==> src/rtl/lvt_pkg.sv <==
package lvt_pkg;
   localparam int DW        = 32;
   localparam int NUM_SLOTS = 6;
   localparam int ERR_SLOT  = 3;

   localparam int OFS_ID       = 0;
   localparam int OFS_VER      = 1;
   localparam int OFS_SPUR     = 2;
   localparam int OFS_ESR      = 3;
   localparam int OFS_LVT_BASE = 4;

   localparam int MODE_LSB = 8;
   localparam int PEND_BIT = 12;
   localparam int POL_BIT  = 13;
   localparam int RIRR_BIT = 14;
   localparam int TRIG_BIT = 15;
   localparam int MASK_BIT = 16;

   localparam int ESR_ILLVEC  = 6;
   localparam int ESR_ILLADDR = 7;

   typedef enum logic [2:0] {
      DM_FIXED  = 3'b000,
      DM_NMI    = 3'b100,
      DM_EXTINT = 3'b111
   } dmode_e;

   typedef struct packed {
      logic       mask;
      logic       trig;
      logic       pol;
      logic [2:0] mode;
      logic [7:0] vec;
   } slot_t;

   localparam slot_t SLOT_RST = '{mask: 1'b1, trig: 1'b0, pol: 1'b0, mode: 3'b000, vec: 8'h00};

   function automatic logic [DW-1:0] slot_word(input slot_t s);
      logic [DW-1:0] w;
      w = '0;
      w[7:0]                 = s.vec;
      w[MODE_LSB +: 3]       = s.mode;
      w[POL_BIT]             = s.pol;
      w[TRIG_BIT]            = s.trig;
      w[MASK_BIT]            = s.mask;
      return w;
   endfunction
endpackage

==> src/rtl/lvt_addr_dec.sv <==
module lvt_addr_dec
   import lvt_pkg::*;
#(
   parameter int AW        = 4,
   parameter int MAX_ENTRY = 4
) (
   input  logic [AW-1:0]        addr,
   output logic                 sel_id,
   output logic                 sel_ver,
   output logic                 sel_spur,
   output logic                 sel_esr,
   output logic [NUM_SLOTS-1:0] sel_slot,
   output logic                 bad
);
   assign sel_id   = (addr == AW'(OFS_ID));
   assign sel_ver  = (addr == AW'(OFS_VER));
   assign sel_spur = (addr == AW'(OFS_SPUR));
   assign sel_esr  = (addr == AW'(OFS_ESR));

   for (genvar i = 0; i < NUM_SLOTS; i++) begin : g_sel
      if (i <= MAX_ENTRY) begin : g_on
         assign sel_slot[i] = (addr == AW'(OFS_LVT_BASE + i));
      end else begin : g_off
         assign sel_slot[i] = 1'b0;
      end
   end

   assign bad = !(sel_id | sel_ver | sel_spur | sel_esr | (|sel_slot));
endmodule

==> src/rtl/lvt_slot.sv <==
module lvt_slot
   import lvt_pkg::*;
#(
   parameter bit IMPL = 1'b1
) (
   input  logic          clk,
   input  logic          rst_n,
   input  logic          wr_en,
   input  logic [DW-1:0] wdata,
   input  logic          sw_en,
   output slot_t         slot,
   output logic          ill_vec
);
   if (IMPL) begin : g_impl
      slot_t q;
      logic  unused_bits;
      assign unused_bits = ^{wdata[DW-1:MASK_BIT+1], wdata[RIRR_BIT], wdata[PEND_BIT], wdata[11]};

      always_ff @(posedge clk or negedge rst_n) begin
         if (!rst_n) begin
            q <= SLOT_RST;
         end else if (wr_en) begin
            q.vec  <= wdata[7:0];
            q.mode <= wdata[MODE_LSB +: 3];
            q.pol  <= wdata[POL_BIT];
            q.trig <= wdata[TRIG_BIT];
            q.mask <= wdata[MASK_BIT] | (!sw_en & q.mask);
         end
      end

      assign slot    = q;
      assign ill_vec = wr_en && (wdata[MODE_LSB +: 3] == DM_FIXED) && (wdata[7:4] == 4'h0);
   end else begin : g_absent
      logic unused_in;
      assign unused_in = ^{clk, rst_n, wr_en, wdata, sw_en};
      assign slot      = SLOT_RST;
      assign ill_vec   = 1'b0;
   end
endmodule

==> src/rtl/lvt_err_latch.sv <==
module lvt_err_latch
   import lvt_pkg::*;
(
   input  logic       clk,
   input  logic       rst_n,
   input  logic       ill_vec,
   input  logic       ill_addr,
   input  logic       esr_wr,
   input  logic       irq_masked,
   output logic [7:0] esr_vis,
   output logic       irq
);
   logic [7:0] coll_q;
   logic [7:0] hit;

   always_comb begin
      hit              = '0;
      hit[ESR_ILLVEC]  = ill_vec;
      hit[ESR_ILLADDR] = ill_addr;
   end

   always_ff @(posedge clk or negedge rst_n) begin
      if (!rst_n) begin
         coll_q  <= '0;
         esr_vis <= '0;
         irq     <= 1'b0;
      end else begin
         irq <= (|(hit & ~coll_q)) && !irq_masked;
         if (esr_wr) begin
            esr_vis <= coll_q;
            coll_q  <= '0;
         end else begin
            coll_q <= coll_q | hit;
         end
      end
   end
endmodule

==> src/rtl/lvt_regbank.sv <==
module lvt_regbank
   import lvt_pkg::*;
#(
   parameter int       AW        = 4,
   parameter int       MAX_ENTRY = 4,
   parameter bit [7:0] VERSION   = 8'h14,
   parameter bit [7:0] RESET_ID  = 8'h01
) (
   input  logic          clk,
   input  logic          rst_n,
   input  logic          req_valid,
   input  logic          req_write,
   input  logic [AW-1:0] req_addr,
   input  logic [DW-1:0] req_wdata,
   output logic [DW-1:0] rsp_rdata,
   output logic          err_irq
);
   localparam logic [DW-1:0] VER_WORD = {8'h00, 8'(MAX_ENTRY), 8'h00, VERSION};

   if (MAX_ENTRY < 2 || MAX_ENTRY > NUM_SLOTS - 1) begin : g_bad_max
      $error("lvt_regbank: MAX_ENTRY out of range");
   end
   if (AW < 4) begin : g_bad_aw
      $error("lvt_regbank: AW too small for the register map");
   end

   logic                 sel_id, sel_ver, sel_spur, sel_esr, bad;
   logic [NUM_SLOTS-1:0] sel_slot;
   logic                 wr, rd;
   logic [7:0]           id_q;
   logic [3:0]           spur_hi_q;
   logic                 sw_en_q, focus_q;
   slot_t                slots [NUM_SLOTS];
   logic [NUM_SLOTS-1:0] ill_vec_v;
   logic [7:0]           esr_vis;
   logic [DW-1:0]        rd_mux;

   assign wr = req_valid &&  req_write;
   assign rd = req_valid && !req_write;

   lvt_addr_dec #(.AW(AW), .MAX_ENTRY(MAX_ENTRY)) u_dec (
      .addr     (req_addr),
      .sel_id   (sel_id),
      .sel_ver  (sel_ver),
      .sel_spur (sel_spur),
      .sel_esr  (sel_esr),
      .sel_slot (sel_slot),
      .bad      (bad)
   );

   always_ff @(posedge clk or negedge rst_n) begin
      if (!rst_n) begin
         id_q      <= RESET_ID;
         spur_hi_q <= '0;
         sw_en_q   <= 1'b0;
         focus_q   <= 1'b0;
      end else if (wr) begin
         if (sel_id) id_q <= req_wdata[31:24];
         if (sel_spur) begin
            spur_hi_q <= req_wdata[7:4];
            sw_en_q   <= req_wdata[8];
            focus_q   <= req_wdata[9];
         end
      end
   end

   for (genvar i = 0; i < NUM_SLOTS; i++) begin : g_slot
      lvt_slot #(.IMPL(i <= MAX_ENTRY)) u_slot (
         .clk     (clk),
         .rst_n   (rst_n),
         .wr_en   (wr && sel_slot[i]),
         .wdata   (req_wdata),
         .sw_en   (sw_en_q),
         .slot    (slots[i]),
         .ill_vec (ill_vec_v[i])
      );
   end

   lvt_err_latch u_err (
      .clk        (clk),
      .rst_n      (rst_n),
      .ill_vec    (|ill_vec_v),
      .ill_addr   (req_valid && bad),
      .esr_wr     (wr && sel_esr),
      .irq_masked (slots[ERR_SLOT].mask),
      .esr_vis    (esr_vis),
      .irq        (err_irq)
   );

   always_comb begin
      rd_mux = '0;
      if (sel_id)   rd_mux = {id_q, 24'h0};
      if (sel_ver)  rd_mux = VER_WORD;
      if (sel_spur) rd_mux = {22'h0, focus_q, sw_en_q, spur_hi_q, 4'hF};
      if (sel_esr)  rd_mux = {24'h0, esr_vis};
      for (int i = 0; i < NUM_SLOTS; i++) begin
         if (sel_slot[i]) rd_mux = slot_word(slots[i]);
      end
   end

   always_ff @(posedge clk or negedge rst_n) begin
      if (!rst_n)  rsp_rdata <= '0;
      else if (rd) rsp_rdata <= rd_mux;
   end
endmodule

==> config.mk <==
export PLATFORM = sky130hd
export DESIGN_NAME = lvt_regbank
export DESIGN_NICKNAME = d
export VERILOG_FILES = /design/src/rtl/lvt_pkg.sv /design/src/rtl/lvt_addr_dec.sv /design/src/rtl/lvt_slot.sv /design/src/rtl/lvt_err_latch.sv /design/src/rtl/lvt_regbank.sv
export SDC_FILE = /design/constraint.sdc
export NUM_CORES = 1
export LEC_CHECK = 0
export CAP_MARGIN = 10
export CORE_AREA = 3 3 101 103
export DETAILED_ROUTE_END_ITERATION = 7
export DIE_AREA = 0 0 104 106
export MAX_ROUTING_LAYER = met4
export PLACE_DENSITY = 0.86
export SETUP_SLACK_MARGIN = 0.15
export SYNTH_ARGS = -nofsm -noshare
export SYNTH_HDL_FRONTEND = slang
export SYNTH_SLANG_ARGS = --single-unit
==> constraint.sdc <==
create_clock -name clk -period 1.65 [get_ports clk]
set_clock_uncertainty 0.15 [all_clocks]
set_input_delay 0.33 -clock clk [delete_from_list [all_inputs] [get_ports clk]]
set_output_delay 0.33 -clock clk [all_outputs]
set_load 0.1 [all_outputs]
* Word level (Yosys, flattened, before mapping)
Index checks and enable logic that the tools add are counted.
Storage, ports and cells: register bits 133, input bits 40, output and inout bits 33, logic and storage cells 100
Cells by class: equality and inequality tests 8, multiplexer cells 10, bitwise logic cells 17, reduce and logical (&&, ||, !) cells 32
Operator list (count):
- 32-bit two-way mux | 9
- 1-bit logical AND | 20
- 4-bit by 3-bit equality test with 1-bit output, second input constant | 4
- 5-bit OR reduction | 2
- 1-bit bitwise OR | 9
- 8-bit AND | 1
- 4-bit by 2-bit equality test with 1-bit output, second input constant | 2
- 4-bit logical NOT | 2
- 8-bit two-way mux | 1
- 8-bit inverter | 1
- 8-bit bitwise OR | 1
- 8-bit OR reduction | 1
- 1-bit AND | 5
- 4-bit by 1-bit equality test with 1-bit output, second input constant | 1
- 4-bit equality test, second input constant | 1
- 1-bit logical NOT | 4
- 2-bit AND reduction | 2
- 3-bit logical NOT | 1

* Depth between registers and ports, before layout
Gate-level depths: netlist (run 1).
word-level depth 10, gate-level depth with buffers 7, gate-level depth less buffers 4

* By module
From an unflattened synthesis (run 1), not the netlist that was laid out.
Unflattened totals: cell total of the unflattened synthesis 464, area total of the unflattened synthesis 5786.8 sq um
Modules (own cells, without submodules):
- lvt_slot (g_slot[0].u_slot ...) | instances 5, cells each 34, area each 590.6 sq um
- lvt_regbank | instances 1, cells each 240, area each 2313.5 sq um
- lvt_err_latch | instances 1, cells each 21, area each 229.0 sq um
- lvt_addr_dec | instances 1, cells each 16, area each 171.4 sq um
- lvt_slot (g_slot[5].u_slot) | instances 1, cells each 17, area each 120.1 sq um

* Worst setup path after synthesis (run 1)
OpenSTA, ideal clock, no wires.
path kind in2reg, start in req_addr[3], end reg g_slot[1].u_slot.g_impl.q (netlist bit g_slot[1].u_slot.slot[4]), library setup time 0.125 ns, arrival 1.674 ns, required time 1.375 ns, slack -0.299 ns, stages 6, path buffers 3, cells stage by stage buf_2 -> nand2b_1 -> buf_2 -> nor3_4 -> buf_2 -> mux2_2
On the way: longest elaborated chain between the ends 2
Ends and longest elaborated chain:
- start, declared | RTL line lvt_regbank.sv:13 | input logic [AW-1:0] req_addr,
- 4-bit by 3-bit equality test with 1-bit output | RTL line lvt_addr_dec.sv:22 | assign sel_slot[i] = (addr == AW'(OFS_LVT_BASE + i));
- 1-bit logical AND | RTL line lvt_regbank.sv:71 | .wr_en (wr && sel_slot[i]),
- end, declared | RTL line lvt_slot.sv:15 | slot_t q;
Every way passes these cells. A chain may end at the register's enable or synchronous reset.

* Final worst setup path (run 1)
start in req_addr[2], end reg u_err.irq
On the way: longest elaborated chain between the ends 10
Ends and longest elaborated chain:
- 4-bit by 1-bit equality test with 1-bit output or 4-bit logical NOT (tied branches) | RTL line lvt_addr_dec.sv:16, lvt_addr_dec.sv:15
- 1-bit bitwise OR (4 in a row) | RTL line lvt_addr_dec.sv:28 | assign bad = !(sel_id | sel_ver | sel_spur | sel_esr | (|sel_slot));
- 1-bit logical NOT | RTL line lvt_addr_dec.sv:28
- 1-bit logical AND | RTL line lvt_regbank.sv:83 | .ill_addr (req_valid && bad),
- 8-bit AND * | RTL line lvt_err_latch.sv:28 | irq <= (|(hit & ~coll_q)) && !irq_masked;
- 8-bit OR reduction * | RTL line lvt_err_latch.sv:28
- 1-bit logical AND * | RTL line lvt_err_latch.sv:28
- end signal, assigned | RTL line lvt_err_latch.sv:28
- end, declared | RTL line lvt_err_latch.sv:11 | output logic irq
Every way passes the cells marked *; elsewhere a longest branch is shown, timed or not.

==> results of run 1 <==
==> sequential cells by signal, summed over array words and instances, names as in the netlist, 2 cells and up <==
register and flops:
g_slot.u_slot.slot 70, id_q 8, rsp_rdata 23, spur_hi_q 4
u_err.coll_q 2, u_err.esr_vis 2
==> power groups by stage <==
stage,clock network [W],registers [W],logic (W)
after global placement,0,0.00354,0.00172
after floorplan,0,0.00382,0.000832
after global routing,0.00167,0.00362,0.00204
after CTS,0.00152,0.00353,0.00181
final,0.00155,0.00358,0.00195
after detailed placement,0,0.00358,0.00179
==> worst paths after layout <==
check / start / endpoint / slack (ns) / depth (start not counted)
min in group clk: req_addr[3] / u_err.irq$_DFF_PN0_ / 0.28 / 4
max in group asynchronous: rst_n / spur_hi_q[0]$_DFFE_PN0P_ / 0.50 / 3
hold reg to reg: id_q[3]$_DFFE_PN0P_ / rsp_rdata[27]$_DFFE_PN0P_ / 0.36 / 1
hold / removal: rst_n / g_slot[0].u_slot.slot[10]$_DFFE_PN0P_ / 0.28 / 2
setup reg to reg: sw_en_q$_DFFE_PN0P_ / rsp_rdata[8]$_DFFE_PN0P_ / 0.02 / 4
setup / recovery: req_addr[2] / u_err.irq$_DFF_PN0_ / -0.02 / 6
==> timing repair <==
action	4_1_cts	5_1_grt
endpoints found under the setup margin	113	87
hold buffers	1	0
buffers inserted	4	19
pin swaps	5	16
resized for setup	37	46
cloned	0	1
endpoints found under the hold margin	25	0
==> placed cells by master, fill, tap and decap left out, types with 4 or more instances in the layout <==
cell type	synthesis	final
buf_6	2	19
clkbuf_8	0	9
nor3_2	1	4
inv_1	7	7
mux2i_1	18	18
nor2b_1	5	4
nor2_1	21	17
o21ai_0	23	17
mux2_4	0	26
dfstp_2	6	6
buf_4	11	67
a221oi_1	7	6
a22o_1	13	13
nor3_1	7	4
nand2_1	28	26
nand2b_1	8	7
o21ai_1	0	6
dfrtp_1	106	106
buf_12	0	30
a21oi_1	5	5
clkdlybuf4s50_1	0	16
clkinvlp_4	0	4
mux2_2	75	49
conb_1	1	9
nor2_2	0	4
dlygate4sd2_1	0	5
==> metal layers <==
| layer | share of wire (%) | up-vias | GRT usage [%] |
|---|---|---|---|
| li1 | - | 1756 | - |
| met1 | 37 | 2171 | 33.2 |
| met2 | 49 | 295 | 42.8 |
| met3 | 8.6 | 85 | 6.01 |
| met4 | 5.0 | 0 | 11.5 |
| met5 | 0 | - | - |
==> through the flow <==
| stage | util (%) | power, W |
|---|---|---|
| 2_1_floorplan | - | 0.00465 |
| 3_3_place_gp | 70.9 | 0.00526 |
| 3_5_place_dp | 70.9 | 0.00536 |
| 5_1_grt | 77.0 | 0.00733 |
| 4_1_cts | 73.7 | 0.00687 |
| 6_report | 77.0 | 0.00708 |
==> cells by family after synthesis <==
group	count (synthesis)
compound gates	76
buf+inv	40
flops	112
mux	93
other cells	1
simple gates	94
==> cell type report <==
cell class,count,area (um^2)
clock buffers,9,124
clock inverters,6,47.5
fillers,555,2130
inverters,7,26.3
multi-input cells,272,2390
flip-flops and latches,112,2810
well taps,129,161
repair buffers,145,1590
==> impl_results.md, run 1 <==
- Area after DPL: 0.00658 mm^2
- Critical path arrival: approximately 1.8 ns
- Die width: about 100 um
- IO Count: 73
- CTS tree: built
- Post-synthesis mux area share: 19.9%
- Initial antenna violation count: 0
- Crit-path max cell delay: roughly 0.56 ns
- Final worst slack: -0.0247 ns
- Post-synth top flop: dfrtp_1
- Power Density: ~1000 mW/mm^2
- Internal power: ~0.0047 W
- Xor/xnor share of the synthesized area: 0%
- Post-synthesis simple-gate area fraction: 10.3%
- Synth top area cells: dfrtp_1, mux2_2, mux2i_1
- Clock Power Share: 21.9%
- Power share of the sequential group: about half
- Failing checks: negative setup slack
- Most common cell in the netlist: dfrtp_1
- Warnings from Yosys: 0
- Avg Inst Size Synth: 12.4 um^2
- Port Buffer Count: 53
- Fraction of registers with async set/reset: 100%
- 1st-iter DRT viols: roughly 470
- Worst path buffer plus inverter count: 2
- Fin crit share: 101%
- WL/cell: around 24 um
- HPWL after DPL: 9.65 mm
- Worst path cell trace: buf_8 -> or4b_4 -> buf_6 -> a2111oi_4 -> nand2_1 -> o41ai_2
- Crit path max fanout: 4
- Place WS: -0.668 ns
- CP required: ~1.8 ns
- Fmax: between 500 and 600 MHz
- Synthesis-to-layout area growth: 39.0%
- Root Buffer: clkbuf_8
- Crit end category: flop
- Setup tns final: -0.0817 ns
- Gr usage total: approximately 27%
- Peak supply drop: ~0.55 mV
- Commonest cells in the netlist: dfrtp_1, mux2_2, nand2_1, o21ai_0, nor2_1
- Nets: about 600
- Pin count of the biggest net entering global routing: 40
- Psw: 0.00240 W
- Clk sinks: around 110
- Worst hold slack: between 0.2 and 0.3 ns
- Switching share of power: 33.9%
- Distinct cell type count after synthesis: 53
- Core area: 0.00928 mm^2
- Largest family of logic cells by synthesized area: multiplexers
- WL final: about 16 mm
- Final instance area: 0.00715 mm^2
- Non-Filler Instances: between 600 and 700
- Max_cap viols: 0
- Clk buf depth: 2
- GRT overflow: 0
- Initial core utilization: a little under three fifths
- Register area share after synthesis: between 50% and 60%
- CP Launch Type: input pin
- Vias in the first global route: 4217
- First-pass GRT wire length: approximately 23 mm
- HP Class: in -> async
- Crit path max-delay family: simple AND/OR/NAND/NOR gates
- CTS buffer count: 9
- RSZ-0062 raised after global routing: yes
- FP Rows: 35
- Vias per inst: roughly 6.3
- Slew Viols, Final: 0
- Die Area: about 0.011 mm^2
- Post-layout min period: around 1.7 ns
- GP Congestion: about 0.9
- # DRC: 0
- WS Path Type: in -> reg
- Outcome: complete, but fails checks
- Synth area leader: dfrtp_1
- CTS clk-pin slew, worst paths: around 0.11 ns
- Top-area cell type share of the netlist area: between 50% and 60%
- Synth Area in Compound Gates: between 10% and 20%
- Die H: about 110 um
- Post-synth EDFFs: 0
- Dpl cells: 640
- Adder-cell share of the synthesized area: 0%
- # diodes: 0
- Final Setup Violations: 6
- Vias: between 4000 and 5000
- Synthesized netlist cell count: roughly 420
- Leak pwr: approximately 3.2 nW
- Comb power frac: 27.6%
- H-tree depth: 3
- Fraction of layout cells with a size suffix above 1: 45.9%
- Clock Latency Late Sink: 0.39 ns
- #FFs+latches synth: roughly 110
- First-pass DRT Iterations: 5
- Antenna-violating nets left: 0
- Final hold violation count: 0
- Synth Cell Area: around 0.0051 mm^2
- Slowest CP cell: or4b_4
Power figures use the tool's default switching activity.
==> run 2: changes to the inputs <==
--- a/config.mk
+++ b/config.mk
@@ -5,7 +5,7 @@
 export SDC_FILE = /design/constraint.sdc
 export NUM_CORES = 1
 export LEC_CHECK = 0
-export CAP_MARGIN = 10
+export CAP_MARGIN = 20
 export CORE_AREA = 3 3 101 103
 export DETAILED_ROUTE_END_ITERATION = 7
 export DIE_AREA = 0 0 104 106
==> constraint.sdc (replaced) <==
create_clock -name clk -period 1.8 [get_ports clk]
set_clock_uncertainty 0.15 [all_clocks]
set_input_delay 0.36 -clock clk [delete_from_list [all_inputs] [get_ports clk]]
set_output_delay 0.36 -clock clk [all_outputs]
set_load 0.1 [all_outputs]
==> run 2 against run 1 <==
Non-clock buffer count is 20 lower. Sequential share of layout area is 1.5 points higher. The flow now finishes without violations. Power is 9.9% lower. Flip-flop and latch count stayed put. Final area is 3.7% lower. Setup slack better by 0.13 ns.
==> impl_results.md, run 2 (same netlist as run 1, synthesis figures left out) <==
- Gr usage total: between 20% and 30%
- Clk sinks: 112
- Leak pwr: 3.11 nW
- Root Buffer: clkbuf_8
- Crit path max fanout: 6
- Final Setup Violations: 0
- CTS tree: built
- Clk buf depth: 2
- Initial core utilization: a little under three fifths
- Max_cap viols: 0
- CTS buffer count: 9
- RSZ-0062 raised after global routing: yes
- Final hold violation count: 0
- Crit path max-delay family: simple AND/OR/NAND/NOR gates
- Crit end category: flop
- Pin count of the biggest net entering global routing: 32
- Max reg flops: 70
- Die width: approximately 100 um
- Fmax: about 600 MHz
- Critical path arrival: ~1.8 ns
- WS Path Type: in -> reg
- Dpl cells: around 640
- Slew Viols, Final: 0
- First-pass GRT wire length: between 20 and 25 mm
- Nets: roughly 570
- CTS clk-pin slew, worst paths: 0.11 ns
- WL final: 13.9 mm
- Vias per inst: 6.03
- WL/cell: between 20 and 25 um
- Fraction of layout cells with a size suffix above 1: 40.8%
- FP Rows: 35
- GRT overflow: 0
- CP Launch Type: input pin
- Vias in the first global route: 4191
- Post-layout min period: approximately 1.7 ns
- GP Congestion: approximately 0.89
- Crit-path max cell delay: 0.53 ns
- HPWL after DPL: 9.40 mm
- Worst path buffer plus inverter count: 3
- Worst hold slack: about 0.31 ns
- # DRC: 0
- Die Area: 0.0110 mm^2
- Place WS: -0.659 ns
- Commonest cells after routing, fill and taps aside: dfrtp_1, buf_4, mux2_2, buf_12, nand2_1
- Power Density: a little over 900 mW/mm^2
- Final worst slack: about 0.11 ns
- Final instance area: around 0.0069 mm^2
- Vias: around 4000
- Worst path cell trace: buf_2 -> or4b_4 -> buf_6 -> nor2_4 -> buf_12 -> mux2_2
- H-tree depth: 3
- Commonest non-fill, non-tap cell in the layout: dfrtp_1
- IO Count: 73
- HP Class: in -> async
- 1st-iter DRT viols: between 200 and 250
- Port Buffer Count: 53
- Outcome: finished clean
- Core area: between 0.009 and 0.01 mm^2
- # diodes: 0
- Die H: roughly 110 um
- Synthesis-to-layout area growth: 33.9%
- Fin crit share: 94.2%
- Area after DPL: 0.00655 mm^2
- Peak supply drop: around 0.46 mV
- Non-Filler Instances: roughly 660
- First-pass DRT Iterations: 7
- Initial antenna violation count: 0
- Antenna-violating nets left: 0
- Slowest CP cell: or4b_4
- CP required: between 1.5 and 2 ns
- Clock Latency Late Sink: 0.38 ns
==> run 2: cell types whose count changed in the layout (fill, tap and decap cells not counted), sizes merged <==
cell / previous run / this run
buf: 120 / 100
clkbuf: 11 / 10
clkdlybuf4s15: 0 / 1
clkdlybuf4s50: 16 / 18
clkinv: 2 / 3
clkinvlp: 4 / 1
dlymetal6s2s: 1 / 0
inv: 7 / 9
==> run 2: final timing paths <==
check,start,endpoint,slack [ns],depth (start not counted)
setup / recovery,req_addr[2],g_slot[4].u_slot.slot[2]$_DFFE_PN0N_,0.11,6
hold / removal,rst_n,g_slot[2].u_slot.slot[11]$_DFFE_PN0N_,0.31,2
setup reg to reg,sw_en_q$_DFFE_PN0P_,rsp_rdata[8]$_DFFE_PN0P_,0.13,4
hold reg to reg,id_q[5]$_DFFE_PN0P_,rsp_rdata[29]$_DFFE_PN0P_,0.35,1
max in group asynchronous,rst_n,id_q[0]$_DFFE_PN1P_,0.61,3
min in group clk,id_q[5]$_DFFE_PN0P_,rsp_rdata[29]$_DFFE_PN0P_,0.35,1
==> run 2: final cells by class <==
type | instances | area [um^2]
Timing Repair Buffer | 125 | 1420
Tap cell | 129 | 161
Clock buffer | 10 | 138
Sequential cell | 112 | 2810
Multi-Input combinational cell | 272 | 2280
Clock inverter | 6 | 51.3
Fill cell | 550 | 2400
Inverter | 7 | 26.3
==> run 2: repair_timing <==
| action | CTS | global route |
|---|---|---|
| pin swaps | 7 | 5 |
| hold buffers | 1 | 0 |
| endpoints found under the setup margin | 111 | 11 |
| buffers inserted | 7 | 1 |
| gates resized for setup | 34 | 8 |
| endpoints found under the hold margin | 28 | 0 |
==> run 2: where the power goes <==
part	total, W	leakage [nW]	switching (W)	internal [W]
logic	0.00168	1.60	0.000911	0.000773
clock network	0.00145	0.0935	0.000890	0.000560
registers	0.00324	1.42	0.000278	0.00296
total	0.00638	3.11	0.00208	0.00430
==> run 2: metal layers <==
| layer | up-vias | share of wire, % | global-route usage (%) |
|---|---|---|---|
| li1 | 1714 | - | - |
| met1 | 2024 | 40 | 30.5 |
| met2 | 211 | 52 | 42.4 |
| met3 | 34 | 6.2 | 4.49 |
| met4 | 0 | 2.7 | 10.8 |
| met5 | - | 0 | - |
==> run 2: through the flow <==
step	power [W]	TNS, ns	utilization [%]
floorplan	0.00425	-2.35	-
global placement	0.00480	-50.52	70.5
detailed placement	0.00490	-54.68	70.5
CTS	0.00635	0	73.8
global route	0.00661	0	74.2
finish	0.00638	0	74.2
